--- config.mk ---
export PLATFORM = sky130hd
export DESIGN_NAME = irq_coalesce
export DESIGN_NICKNAME = d
export VERILOG_FILES = /design/src/rtl/irq_coal_pkg.sv /design/src/rtl/irq_coal_prescaler.sv /design/src/rtl/irq_coal_delay_timer.sv /design/src/rtl/irq_coal_countdown.sv /design/src/rtl/irq_coalesce.sv
export SDC_FILE = /design/constraint.sdc
export NUM_CORES = 1
export LEC_CHECK = 0
export ABC_AREA = 1
export CORE_MARGIN = 2
export CORE_UTILIZATION = 43
export CTS_CLUSTER_DIAMETER = 40
export DETAILED_ROUTE_END_ITERATION = 10
export PLACE_DENSITY = 0.79
export SETUP_SLACK_MARGIN = 0.4
export SLEW_MARGIN = 20
export SYNTH_ARGS = -nofsm -noshare
export SYNTH_HDL_FRONTEND = slang
export SYNTH_SLANG_ARGS = --single-unit
--- constraint.sdc ---
create_clock -name clk -period 3.2 [get_ports clk]
set_input_delay 0.64 -clock clk [delete_from_list [all_inputs] [get_ports clk]]
set_output_delay 0.64 -clock clk [all_outputs]
set_load 0.02 [all_outputs]
--- src/rtl/irq_coal_pkg.sv ---
package irq_coal_pkg;
    localparam int FIELD_W  = 8;
    localparam int STAT_W   = 32;
    localparam int NFLAG    = 3;
    localparam int FLAG_LSB = 12;
    localparam int CNT_LSB  = 16;
    localparam int TMR_LSB  = 24;

    localparam int F_DONE = 0;
    localparam int F_DLY  = 1;
    localparam int F_ERR  = 2;

    typedef enum logic {
        TMR_IDLE = 1'b0,
        TMR_RUN  = 1'b1
    } tmr_state_e;
endpackage

--- src/rtl/irq_coal_prescaler.sv ---
module irq_coal_prescaler #(
    parameter int DIV = 4
) (
    input  logic clk,
    input  logic rst_n,
    output logic tick_o
);
    localparam int CW = (DIV > 1) ? $clog2(DIV) : 1;

    generate
        if (DIV <= 1) begin : g_every
            assign tick_o = 1'b1;
        end else begin : g_div
            logic [CW-1:0] cnt_q;
            always_ff @(posedge clk) begin
                if (!rst_n)
                    cnt_q <= '0;
                else if (cnt_q == CW'(DIV - 1))
                    cnt_q <= '0;
                else
                    cnt_q <= cnt_q + 1'b1;
            end
            assign tick_o = (cnt_q == CW'(DIV - 1));
        end
    endgenerate
endmodule

--- src/rtl/irq_coal_delay_timer.sv ---
module irq_coal_delay_timer
    import irq_coal_pkg::*;
(
    input  logic               clk,
    input  logic               rst_n,
    input  logic               restart_i,
    input  logic [FIELD_W-1:0] load_i,
    input  logic               tick_i,
    output logic [FIELD_W-1:0] value_o,
    output logic               expire_o
);
    tmr_state_e        state_q, state_d;
    logic [FIELD_W-1:0] val_q, val_d;
    logic               last_step;

    assign last_step = (val_q == FIELD_W'(1));

    always_comb begin
        state_d = state_q;
        val_d   = val_q;
        unique case (state_q)
            TMR_IDLE: begin
                if (restart_i) begin
                    state_d = TMR_RUN;
                    val_d   = load_i;
                end
            end
            TMR_RUN: begin
                if (restart_i) begin
                    val_d = load_i;
                end else if (tick_i) begin
                    val_d = val_q - 1'b1;
                    if (last_step)
                        state_d = TMR_IDLE;
                end
            end
            default: begin
                state_d = TMR_IDLE;
                val_d   = '0;
            end
        endcase
    end

    always_ff @(posedge clk) begin
        if (!rst_n) begin
            state_q <= TMR_IDLE;
            val_q   <= '0;
        end else begin
            state_q <= state_d;
            val_q   <= val_d;
        end
    end

    always_comb begin
        value_o  = val_q;
        expire_o = (state_q == TMR_RUN) && tick_i && last_step;
    end
endmodule

--- src/rtl/irq_coal_countdown.sv ---
module irq_coal_countdown
    import irq_coal_pkg::*;
(
    input  logic               clk,
    input  logic               rst_n,
    input  logic               load_i,
    input  logic [FIELD_W-1:0] thr_i,
    input  logic               dec_i,
    input  logic               reload_i,
    output logic [FIELD_W-1:0] value_o,
    output logic               hit_o
);
    logic [FIELD_W-1:0] cnt_q;

    assign hit_o = dec_i && !load_i && (cnt_q == FIELD_W'(1));

    always_ff @(posedge clk) begin
        if (!rst_n)
            cnt_q <= FIELD_W'(1);
        else if (load_i || hit_o || reload_i)
            cnt_q <= thr_i;
        else if (dec_i)
            cnt_q <= cnt_q - 1'b1;
    end

    assign value_o = cnt_q;
endmodule

--- src/rtl/irq_coalesce.sv ---
module irq_coalesce
    import irq_coal_pkg::*;
#(
    parameter int PRESCALE = 4
) (
    input  logic               clk,
    input  logic               rst_n,
    input  logic               done_i,
    input  logic               err_i,
    input  logic               ctrl_wr_i,
    input  logic [FIELD_W-1:0] ctrl_thr_i,
    input  logic [FIELD_W-1:0] ctrl_dly_i,
    input  logic [NFLAG-1:0]   ctrl_ien_i,
    input  logic               stat_wr_i,
    input  logic [NFLAG-1:0]   stat_clr_i,
    output logic [STAT_W-1:0]  stat_rdata_o,
    output logic               irq_o
);
    logic               tick;
    logic               expire;
    logic               hit;
    logic [FIELD_W-1:0] tmr_val;
    logic [FIELD_W-1:0] cnt_val;
    logic [NFLAG-1:0]   pend_q;
    logic [NFLAG-1:0]   set_vec;
    logic [NFLAG-1:0]   clr_vec;

    irq_coal_prescaler #(.DIV(PRESCALE)) u_pre (
        .clk    (clk),
        .rst_n  (rst_n),
        .tick_o (tick)
    );

    irq_coal_delay_timer u_tmr (
        .clk       (clk),
        .rst_n     (rst_n),
        .restart_i (done_i && (ctrl_dly_i != '0)),
        .load_i    (ctrl_dly_i),
        .tick_i    (tick),
        .value_o   (tmr_val),
        .expire_o  (expire)
    );

    irq_coal_countdown u_cnt (
        .clk      (clk),
        .rst_n    (rst_n),
        .load_i   (ctrl_wr_i),
        .thr_i    (ctrl_thr_i),
        .dec_i    (done_i),
        .reload_i (expire),
        .value_o  (cnt_val),
        .hit_o    (hit)
    );

    always_comb begin
        set_vec         = '0;
        set_vec[F_DONE] = hit;
        set_vec[F_DLY]  = expire;
        set_vec[F_ERR]  = err_i;
        clr_vec         = stat_wr_i ? stat_clr_i : '0;
    end

    always_ff @(posedge clk) begin
        if (!rst_n)
            pend_q <= '0;
        else
            pend_q <= (pend_q & ~clr_vec) | set_vec;
    end

    always_comb begin
        stat_rdata_o = '0;
        stat_rdata_o[TMR_LSB +: FIELD_W]  = tmr_val;
        stat_rdata_o[CNT_LSB +: FIELD_W]  = cnt_val;
        stat_rdata_o[FLAG_LSB +: NFLAG]   = pend_q;
        irq_o = |(pend_q & ctrl_ien_i);
    end
endmodule

==> results.md, run 1 <==
- The pin count of the biggest net entering global routing is 15.
- The pre-antenna-repair detailed-routing pass consisted of 4 iterations.
- The die covers between 0.004 and 0.005 mm2.
- The depth of the worst register-to-register path is 10.
- Counting tap cells, the placed design contains a total of 343 instances.
- The number of unique standard cell types used by synthesis is 28.
- The I/O pin count is 61.
- In this run, post-CTS repair resized a total of 0 instances.
- The count of final max-slew check failures is 0.
- The initial antenna violation count is 0.
- In this run the worst path has a maximum fanout of 1.
- The TritonCTS clock tree is yes.
- The multiplexer share of the synthesized area is 0.
- The later pin in the worst-skew pair is clocked with a latency of ~0.26 ns.
- Yosys printed 0 warnings.
- The worst hold-check path type is reg -> reg.
- The highest attainable clock frequency is 0.406 GHz.
- The largest family of logic cells by synthesized area is simple AND/OR/NAND/NOR gates.
- The count of vias placed by the detailed router is 1676.
- The final routed wire length divided by cell count is 10.8 um.
- The global route total overflow is 0.
- At the end of routability-driven placement, the weighted congestion stood at 0.846.
- The launching element type of the critical path is a primary input.
- The data arrival time of the critical path is about 1.8 ns.
- The number of nets at the end of the flow is around 330.
- After routing the design area is roughly 0.0021 mm2.
- Of the total synthesized cell area, the portion taken by AND, OR, NAND and NOR gates is 0.391.
- For flop-to-flop paths, the worst setup slack is 1.61 ns.
- Across the run, the number of max-cap violations was 0.
- The tree is rooted in a clkbuf_8.
- The clock buffer count from CTS is 3.
- For this run, the register share of the synthesized area comes to 0.275.
- From synthesis to final layout, the design area changed by 30.5%.
- The number of global-route vias before repair is 1397.
- The static leakage is 0.00103 uW.
- The maximum clock path buffer count is 2.
- The total core area is about 0.0036 mm2.
- The endpoint of the most critical register-to-register path is u_cnt.value_o[5].
- The wire length of the first global-routing pass is about 6200 um.
- The design draws between 700 and 800 uW.
- Measured along the x axis, the die boundary spans ~65 um.
- The run finished with clean final reports.
- The worst setup path is captured at an output port.
- Hold repair after CTS inserted 0 buffers.
- The first routing iteration left between 100 and 150 violations.
- The critical path ends at irq_o.
- The critical path launch point is ctrl_ien_i[1].
- In the final layout, the share of cells above drive strength 1 is 0.0604.
- Of the total synthesized cell area, the portion taken by XOR and XNOR cells is 0.0328.
- The compound-cell area share of the yosys netlist is 0.0890.
- The via count normalized by instance count is just under 5.
- The die is between 60 and 70 um tall.
- For this run, the number of standard cells in the final layout without fillers is roughly 350.
- The cell area power density is around 360 mW/mm2.
- For the worst setup path, the data required time is between 2 and 3 ns.
- Setup violations remaining at the end of the flow were counted as 0.
- The number of failing hold endpoints at the final stage is 0.
- The launch point of the worst reg-to-reg path is u_tmr.value_o[1].
- The synthesized area is around 0.0016 mm2.
- After clock tree synthesis, the setup repair step added 0 buffers.
- Averaged over all synthesized cells, the footprint is between 6 and 7 um2.
- The layout has approximately 380 filler cells.
- The final worst clock skew is between 0.006 and 0.007 ns.
- The total routing resource utilization after global routing is 0.183.
- The number of placement rows is 22.
- The antenna diode instance count is 0.
- The instance area at placement is 0.00205 mm2.
- After synthesis the netlist holds a flip-flop and latch count of 22.
- In the routed design, unresolved DRC markers number 0.
- The residual antenna-violating net count after detailed routing is 0.
- The smallest clock period supported by the final layout is computed as between 2 and 2.5 ns.
- The clock-pin slew on the worst setup and hold paths is approximately 0.070 ns.
- Of the available clock period, the critical path in the final layout requires 0.769.
- The initial core utilization is 0.441.
- The final layout contains routed wiring with a total length of 3730 um.
- The number of buffer cells added on primary ports is 47.
- The number of cells produced by synthesis is around 250.
- Setup repair after global routing left no endpoint under its margin.
- After legalization and detailed placement, the total HPWL measured 2920 um.
- The clock drives 22 sinks.
- IR analysis of the VDD net gives a maximum drop of 0.000185 V.
- The critical path is of the in -> out type.
- The adder-cell area share of the yosys netlist is 0.0390.
- After routing, the total negative slack on setup checks comes to 0 ns.
- The H-tree depth is 1.
## cell usage in the layout, fill, tap and decap left out, types with 8 or more instances in the layout
cell type and instances:
nand2_1 66, clkdlybuf4s50_1 47, inv_1 33, nor2_1 27, dfxtp_1 22, nand3_1 15
a21oi_1 14, conb_1 13, nand4_1 11, o21ai_0 8
## how the worst min path moves through the flow
stage	from	end	slack [ns]	cells past startpoint
4_1_cts	u_pre.g_div.cnt_q[0]	u_pre.g_div.cnt_q[0]	0.43	1
6_report	u_pre.g_div.cnt_q[0]	u_pre.g_div.cnt_q[0]	0.43	1
3_3_place_gp	u_pre.g_div.cnt_q[0]	u_pre.g_div.cnt_q[0]	0.41	1
5_1_grt	u_pre.g_div.cnt_q[0]	u_pre.g_div.cnt_q[0]	0.46	1
3_5_place_dp	u_pre.g_div.cnt_q[0]	u_pre.g_div.cnt_q[0]	0.42	1
2_1_floorplan	u_pre.g_div.cnt_q[0]	u_pre.g_div.cnt_q[0]	0.40	1
## layout make-up
type | instances | area, um2 | area share
Inverter | 37 | 139 | 0.0664
Sequential cell | 22 | 440 | 0.211
Timing Repair Buffer | 48 | 478 | 0.228
Clock buffer | 3 | 41.3 | 0.0197
Tap cell | 48 | 60.1 | 0.0287
Multi-Input combinational cell | 188 | 933 | 0.446
## sequential cells by signal, indices dropped and copies added, names as in the netlist
signal             flops
u_cnt.value_o          8
u_tmr.value_o          8
pend_q                 3
u_pre.g_div.cnt_q      2
u_tmr.state_q          1
## cell usage after synthesis
| cell | count | area (um2) |
|---|---|---|
| a21oi_1 | 14 | 70.1 |
| xnor2_1 | 3 | 26.3 |
| nand3b_4 | 1 | 20.0 |
| nor3_1 | 4 | 20.0 |
| nand4_1 | 11 | 68.8 |
| nand3_1 | 15 | 75.1 |
| nor2_4 | 2 | 22.5 |
| a21boi_1 | 1 | 7.51 |
| conb_1 | 1 | 3.75 |
| nand2_2 | 3 | 18.8 |
| nand3b_1 | 1 | 7.51 |
| inv_2 | 3 | 11.3 |
| o21ai_0 | 8 | 40.0 |
| xor2_1 | 3 | 26.3 |
| o21ai_1 | 5 | 25.0 |
| nand3_2 | 2 | 20.0 |
| clkinv_1 | 1 | 3.75 |
| ha_1 | 5 | 62.6 |
| or2_2 | 1 | 6.26 |
| buf_6 | 2 | 22.5 |
| buf_2 | 3 | 15.0 |
| nor2_1 | 27 | 101 |
| dfxtp_1 | 22 | 440 |
| and3_1 | 1 | 6.26 |
| buf_4 | 13 | 97.6 |
| nor2_2 | 2 | 12.5 |
| nand2_1 | 66 | 248 |
| inv_1 | 33 | 124 |
## layer usage
metal	up-vias	track usage	wire length [um]
met4	0	0.0547	40
li1	864	-	-
met3	5	0.0295	310
met5	-	0	0
met1	741	0.250	1690
met2	66	0.298	1690
## worst max-delay path: stages
cell and delay [ns]:
clkdlybuf4s50_1 0.46, nand2_1 0.05, nand3_1 0.07, clkdlybuf4s50_1 0.59
## logic make-up after synthesis
group	count (synthesis)
AND/OR/NAND/NOR	136
buffers and inverters	55
AO/OA/AOI/OAI	28
flip-flops	22
XOR/XNOR	6
adder cells (fa/ha/maj)	5
other	1
## power breakdown
part	total (uW)	internal (uW)	switching, uW	leakage [uW]
registers	322	296	25.9	0.000182
clock network	170	84.0	85.6	0.0000216
logic	261	116	145	0.000828
total	753	497	256	0.00103
## per-stage QoR
stage	hold slack, ns	utilization	worst slack, ns
floorplan	0.404	-	1.68
global placement	0.415	0.564	0.744
detailed placement	0.422	0.564	0.738
CTS	0.432	0.576	0.730
global route	0.455	0.576	0.702
finish	0.428	0.576	0.739
Power figures use the tool's default switching activity.
==> run 2, diff against run 1 <==
--- a/config.mk
+++ b/config.mk
@@ -7,10 +7,10 @@
 export LEC_CHECK = 0
 export ABC_AREA = 1
 export CORE_MARGIN = 2
-export CORE_UTILIZATION = 43
+export CORE_UTILIZATION = 40
 export CTS_CLUSTER_DIAMETER = 40
 export DETAILED_ROUTE_END_ITERATION = 10
-export PLACE_DENSITY = 0.79
+export PLACE_DENSITY = 0.77
 export SETUP_SLACK_MARGIN = 0.4
 export SLEW_MARGIN = 20
 export SYNTH_ARGS = -nofsm -noshare
==> constraint.sdc (replaced) <==
create_clock -name clk -period 2.16 [get_ports clk]
set_input_delay 0.432 -clock clk [delete_from_list [all_inputs] [get_ports clk]]
set_output_delay 0.432 -clock clk [all_outputs]
set_load 0.02 [all_outputs]
==> run 2 against run 1 <==
Compared with the run above:
- clock-buffer cell count rose by 1
- critical path depth is 3 lower
- non-clock buffer count rose by 1
- first-iteration DRC count is 37% lower
- die area up 7.0%
- largest power group unchanged
- global-route usage decreased by 0.98 points
- critical endpoint is now stat_rdata_o[17]
- critical path type is now reg -> out
- core utilization down 3.3 points
- highest routed layer unchanged
- final cell count rose by 1.2%
- worst setup slack got worse by 0.28 ns
- clock skew is 0.0031 ns lower
==> results.md, run 2 (synthesis results as in run 1) <==
- Power spread over the standard cell area amounts to approximately 540 mW/mm2.
- The signal on the critical path passes through clkdlybuf4s50_1.
- The initial antenna violation count is 0.
- The depth of the worst register-to-register path is 8.
- The via count normalized by instance count is 4.74.
- The final setup TNS is 0 ns.
- The largest fanout of any net on the critical path is 4.
- The floorplan step set the die width to 67.3 um.
- Among cell families on the critical path, the largest total delay comes from buffers and inverters.
- The first global-routing pass estimated between 6000 and 7000 um of wire.
- STA puts the critical path data arrival time at approximately 1.3 ns.
- The stage delay of the slowest cell on the critical path is about 0.62 ns.
- The detailed-routing iteration count for the pre-antenna-repair pass is 4.
- The minimum period implied by the final worst setup slack is about 1.7 ns.
- For this block, the routed nets add up to between 3000 and 4000 um of wire.
- The sum of buffers and inverters on the critical path is 1.
- The worst vdd rail ir drop is 0.000261 V.
- The count of final max-slew check failures is 0.
- For this run, the top clock speed supported by timing is 0.586 GHz.
- In the layout the commonest cells are nand2_1, clkdlybuf4s50_1, inv_1, nor2_1, dfxtp_1.
- In the final routed layout, each cell accounts on average for ~11 um.
- In this run the number of cells on the critical path is 1.
- The clock share of power is 0.258.
- The setup-violating endpoint count in the final report is 0.
- The maximum clock path buffer count is 2.
- The number of buffers inserted by post-CTS setup repair is 0.
- The tree is rooted in a clkbuf_8.
- The endpoint class of the critical path is an output port.
- Across the run, the number of max-cap violations was 0.
- The most common cell after layout, fill and taps aside is nand2_1.
- The core utilization of the finished layout is 0.543.
- The combinational fraction of design power is 0.329.
- The number of global-route vias before repair is roughly 1400.
- The internal power component is ~770 uW.
- For flop-to-flop paths, the worst setup slack is around 0.7 ns.
- Entering global routing, the biggest net connects 15 pins.
- After layout, the design draws a total of between 1000 and 1500 uW.
- After routing the design area is 0.00212 mm2.
- The share of final-layout standard cells stronger than drive strength 1 is 0.0700.
- The die covers ~0.0045 mm2.
- For this block, the via count after detailed routing is 1658.
- Row generation in the floorplan step produced 23 rows.
- The clock net sink count is 22.
- Data on the critical path is required at its endpoint by roughly 1.7 ns.
- The worst setup path is of the reg -> out kind.
- For this run, the post-layout net count is 334.
- Routability-driven placement finished with a final weighted congestion of about 0.86.
- Port buffering added 47 buffers.
- The flow ran to the end, and the final reports show no timing, DRC or antenna violations.
- 61 I/O pins were placed.
- In this run, CTS created clock tree buffers numbering 3.
- The standard cell with the maximum stage delay on the critical path is clkdlybuf4s50_1.
- The HPWL reported at the end of detailed placement is between 2000 and 3000 um.
- The count of nets left with antenna violations once routing finished came out at 0.
- The total core area is slightly below 0.004 mm2.
- The number of failing hold endpoints at the final stage is 0.
- In this run the number of H-tree levels came out at 1.
- The die is between 60 and 70 um tall.
- The final worst clock skew is between 0.003 and 0.004 ns.
- The TritonCTS clock tree is yes.
- The switching power summed over all nets is a little under 400 uW.
- Of the total power, the share spent switching nets is 0.335.
- Setup repair after global routing left no endpoint under its margin.
- The placed instances occupy a cell area of 0.00206 mm2.
- Clock latency on the worst-skew pair, taken at its later pin, is 0.26 ns.
- The clock-pin slew on the worst setup and hold paths is 0.08 ns.
- The worst hold path stage count is 1.
- The launching element type of the critical path is a register.
- The number of DRC markers after the initial detailed-route iteration is a little under 70.
- The share of total power dissipated in sequential elements is 0.413.
- The worst hold path belongs to the class reg -> reg.
- In the global route stage, overall resource usage came out at 0.174.
- The analysis attributes to cell leakage a power of about 0.0011 uW.
- The area growth from synthesis to layout is 32.5%.
- In the routed design, unresolved DRC markers number 0.
- The repair_antennas step left the layout with diodes totalling 0.
- The initial utilization of the core area, before any placement, comes to 0.410.
- The number of placed instances with taps included is 346.
- The global route total overflow is 0.
- Once layout is complete, the cells apart from fillers number 350.
- In the finished design, the share of the clock period the worst path needs comes to 0.789.
-- run 2: power by group through the flow --
stage | sequential [uW] | clock, uW | combinational (uW)
after floorplan | 510 | 0 | 232
after global placement | 486 | 0 | 381
after detailed placement | 486 | 0 | 385
after CTS | 476 | 310 | 379
after global routing | 481 | 327 | 426
final | 475 | 296 | 378
-- run 2: final timing paths --
kind / startpoint / to
setup / recovery: u_cnt.value_o[1] / stat_rdata_o[17]
hold / removal: u_pre.g_div.cnt_q[0] / u_pre.g_div.cnt_q[0]
setup reg to reg: u_pre.g_div.cnt_q[0] / u_cnt.value_o[5]
hold reg to reg: u_pre.g_div.cnt_q[0] / u_pre.g_div.cnt_q[0]
-- run 2: area by class of cell --
| class | count | area (um2) |
|---|---|---|
| fill | 398 | 1790 |
| multi-input combinational | 188 | 946 |
| timing repair buffer | 49 | 480 |
| sequential | 22 | 440 |
| inverter | 37 | 139 |
| tap | 50 | 62.6 |
| clock buffer | 4 | 55.1 |
-- run 2: per-layer routing --
layer / GRT usage / part of all wire / up-vias
met5: 0 / 0 / -
met4: 0.0612 / 0.013 / 0
met3: 0.0283 / 0.078 / 5
met2: 0.283 / 0.45 / 55
met1: 0.231 / 0.46 / 730
li1: - / - / 868
-- run 2: timing repair --
item                                    CTS  global route
gates resized for setup                   9             9
endpoints found under the setup margin    9            14
hold buffers                              0             0
-- run 2: through the flow --
| stage | worst slack [ns] | hold WS (ns) |
|---|---|---|
| 2_1_floorplan | 0.721 | 0.404 |
| 3_3_place_gp | 0.115 | 0.416 |
| 3_5_place_dp | 0.104 | 0.434 |
| 4_1_cts | 0.381 | 0.447 |
| 5_1_grt | 0.393 | 0.479 |
| 6_report | 0.455 | 0.442 |
==> run 3, diff against run 2 <==
==> constraint.sdc (replaced) <==
create_clock -name clk -period 1.5 [get_ports clk]
set_input_delay 0.3 -clock clk [delete_from_list [all_inputs] [get_ports clk]]
set_output_delay 0.3 -clock clk [all_outputs]
set_load 0.02 [all_outputs]
==> run 3 against run 2 <==
Compared with the run above:
- routed wire length rose by 37%
- combinational power rose by 110%
- via count rose by 15%
==> results.md, run 3 (synthesis results as in run 1) <==
- The residual antenna-violating net count after detailed routing is 0.
- In this run the number of H-tree levels came out at 1.
- The clock-pin slew on the worst setup and hold paths is 0.08 ns.
- The total core area is ~0.0039 mm2.
- In this run, the number of DRC markers left after iteration 0 of detailed routing was 175.
- The share of total power dissipated in combinational logic is 0.422.
- For this design the top-level I/O count stands at 61.
- The antenna diode instance count is 0.
- The detailed router placed roughly 1900 vias in this run.
- The die extent in x is about 67 um.
- Leaving out filler cells and counting taps, the final layout contains between 300 and 400.
- In this run the most critical hold path is launched from ctrl_dly_i[3].
- The launching element type of the critical path is a register.
- The count of final max-slew check failures is 0.
- Once detailed placement completed, the half-perimeter wirelength came to 3140 um.
- The final routed wire length divided by cell count is about 13 um.
- The detailed-routing iteration count for the pre-antenna-repair pass is 4.
- The final layout contains routed wiring with a total length of between 5000 and 6000 um.
- The via count normalized by instance count is approximately 5.0.
- The min-delay analysis places its worst path in the category in -> reg.
- The data required time of the critical path is roughly 1.7 ns.
- The final setup TNS is 0 ns.
- For this design, the sink count on the clock tree is 22.
- The TritonCTS clock tree is yes.
- In the layout the commonest cells are nand2_1, buf_4, inv_1, buf_6, nor2_1.
- Along the worst path, the maximum fanout reaches 9.
- The cell area power density is 685 mW/mm2.
- The class of the most critical setup path is reg -> reg.
- The vertical die dimension is just under 70 um.
- For this run, the total global-route usage over all layers was measured as 0.212.
- The number of failing hold endpoints at the final stage is 0.
- Measured in cells, the most critical reg-to-reg path has a length of 10.
- Setup repair after global routing could not meet its margin everywhere.
- The critical path launch point is u_tmr.value_o[1].
- The flow ran to the end, and the final reports show no timing, DRC or antenna violations.
- For this configuration, the core starts out at a cell density of 0.410.
- The clock buffer count from CTS is 3.
- The most common cell after layout, fill and taps aside is nand2_1.
- The wire length of the first global-routing pass is approximately 7200 um.
- Setup violations remaining at the end of the flow were counted as 0.
- The internal power component is between 1000 and 1500 uW.
- The root buffer cell is clkbuf_8.
- The die footprint is 0.00453 mm2.
- The weighted congestion reported at the end of routability-driven placement is approximately 0.83.
- Counting tap cells, the placed design contains a total of approximately 360 instances.
- The initial antenna violation count is 0.
- Of the total power, the clock network draws 0.206.
- The minimum period implied by the final worst setup slack is between 1 and 1.5 ns.
- The launch point of the worst reg-to-reg path is u_tmr.value_o[1].
- After clock tree synthesis, the flow added hold-fix buffers numbering 0.
- The number of buffer cells added on primary ports is 47.
- No sink is reached through more buffers than the 2 on the longest clock path.
- Of the available clock period, the critical path in the final layout requires 0.899.
- The tool flagged a number of max-cap violations equal to 0.
- The data arrival time of the critical path is about 1.5 ns.
- VDD sags by at most about 0.00035 V.
- The worst hold path stage count is 5.
- For this run, the top clock speed supported by timing is about 0.74 GHz.
- The global routing's busiest layer is met2.
- STA classifies the critical path endpoint as a register.
- The global route total overflow is 0.
- In the global route stage, met2 resource usage came out at 0.382.
- The number of global-route vias before repair is between 1500 and 2000.
- The number of nets at the end of the flow is 370.
- The met1 track demand over resource in global routing is 0.241.
- The switching power summed over all nets is 694 uW.
- In the routed design, unresolved DRC markers number 0.
- The analysis attributes to cell leakage a power of ~0.0014 uW.
- Of the total power, the share spent switching nets is 0.367.
- The number of placement rows is 23.
- The final worst clock skew is 0.00254 ns.
- In the final layout, the share of cells above drive strength 1 is 0.485.
- Relative to the synthesized area, the layout overhead comes to 72.3%.
- The clock latency at the later pin of the worst-skew pair is approximately 0.27 ns.
- Of the total power, registers draw 0.372.
- The pin count of the biggest net entering global routing is 13.
- For met3 alone, demand over resource in global routing was 0.0350.
==> run 3: worst max-delay path: stages, from the launching register on <==
cell and delay, ns:
dfxtp_4 0.36, inv_4 0.06, ha_4 0.12, inv_2 0.04, nor2_4 0.12, nand3b_4 0.13, buf_12 0.16, nand4_1 0.09
nand3_2 0.08, nand2_1 0.06, inv_1 0.03
==> run 3: layer usage <==
layer | share of wire | routed length (um) | up-vias
li1 | - | - | 943
met1 | 0.39 | 1960 | 875
met2 | 0.53 | 2660 | 87
met3 | 0.064 | 321 | 8
met4 | 0.019 | 95 | 0
met5 | 0 | 0 | -
==> run 3: final cells by class <==
type                    instances  area, um2
well taps                      50       62.6
multi-input cells             189       1240
clock buffers                   4       45.0
fillers                       313       1150
flip-flops and latches         22        500
repair buffers                 84        766
inverters                      37        149
==> run 3: worst paths after layout <==
| check | end | slack (ns) |
|---|---|---|
| setup reg to reg | u_cnt.value_o[5] | 0.15 |
| setup / recovery | u_cnt.value_o[5] | 0.15 |
| hold reg to reg | u_pre.g_div.cnt_q[0] | 0.44 |
| hold / removal | u_tmr.value_o[3] | 0.38 |
==> run 3: what timing repair did <==
| item | 4_1_cts | 5_1_grt |
|---|---|---|
| endpoints found under the setup margin | 39 | 37 |
| resized for setup | 177 | 65 |
| pin swaps | 11 | 36 |
| cloned | 1 | 0 |
| setup buffers | 12 | 10 |
==> run 3: power by group through the flow <==
stage	Clock, uW	Sequential, uW	Combinational (uW)
detailed placement	0	708	632
floorplan	0	743	365
CTS	399	701	687
finish	390	704	798
global route	421	710	867
global placement	0	706	623
==> run 3: per-stage QoR <==
stage	power [uW]	hold WS (ns)	area, um2	utilization	setup slack [ns]
after floorplan	1110	0.404	1770	-	0.255
after global placement	1330	0.415	2300	0.587	-0.293
after detailed placement	1340	0.420	2300	0.587	-0.281
after CTS	1790	0.375	2530	0.648	0.162
after global routing	2000	0.409	2760	0.706	0.0791
final	1890	0.381	2760	0.706	0.152
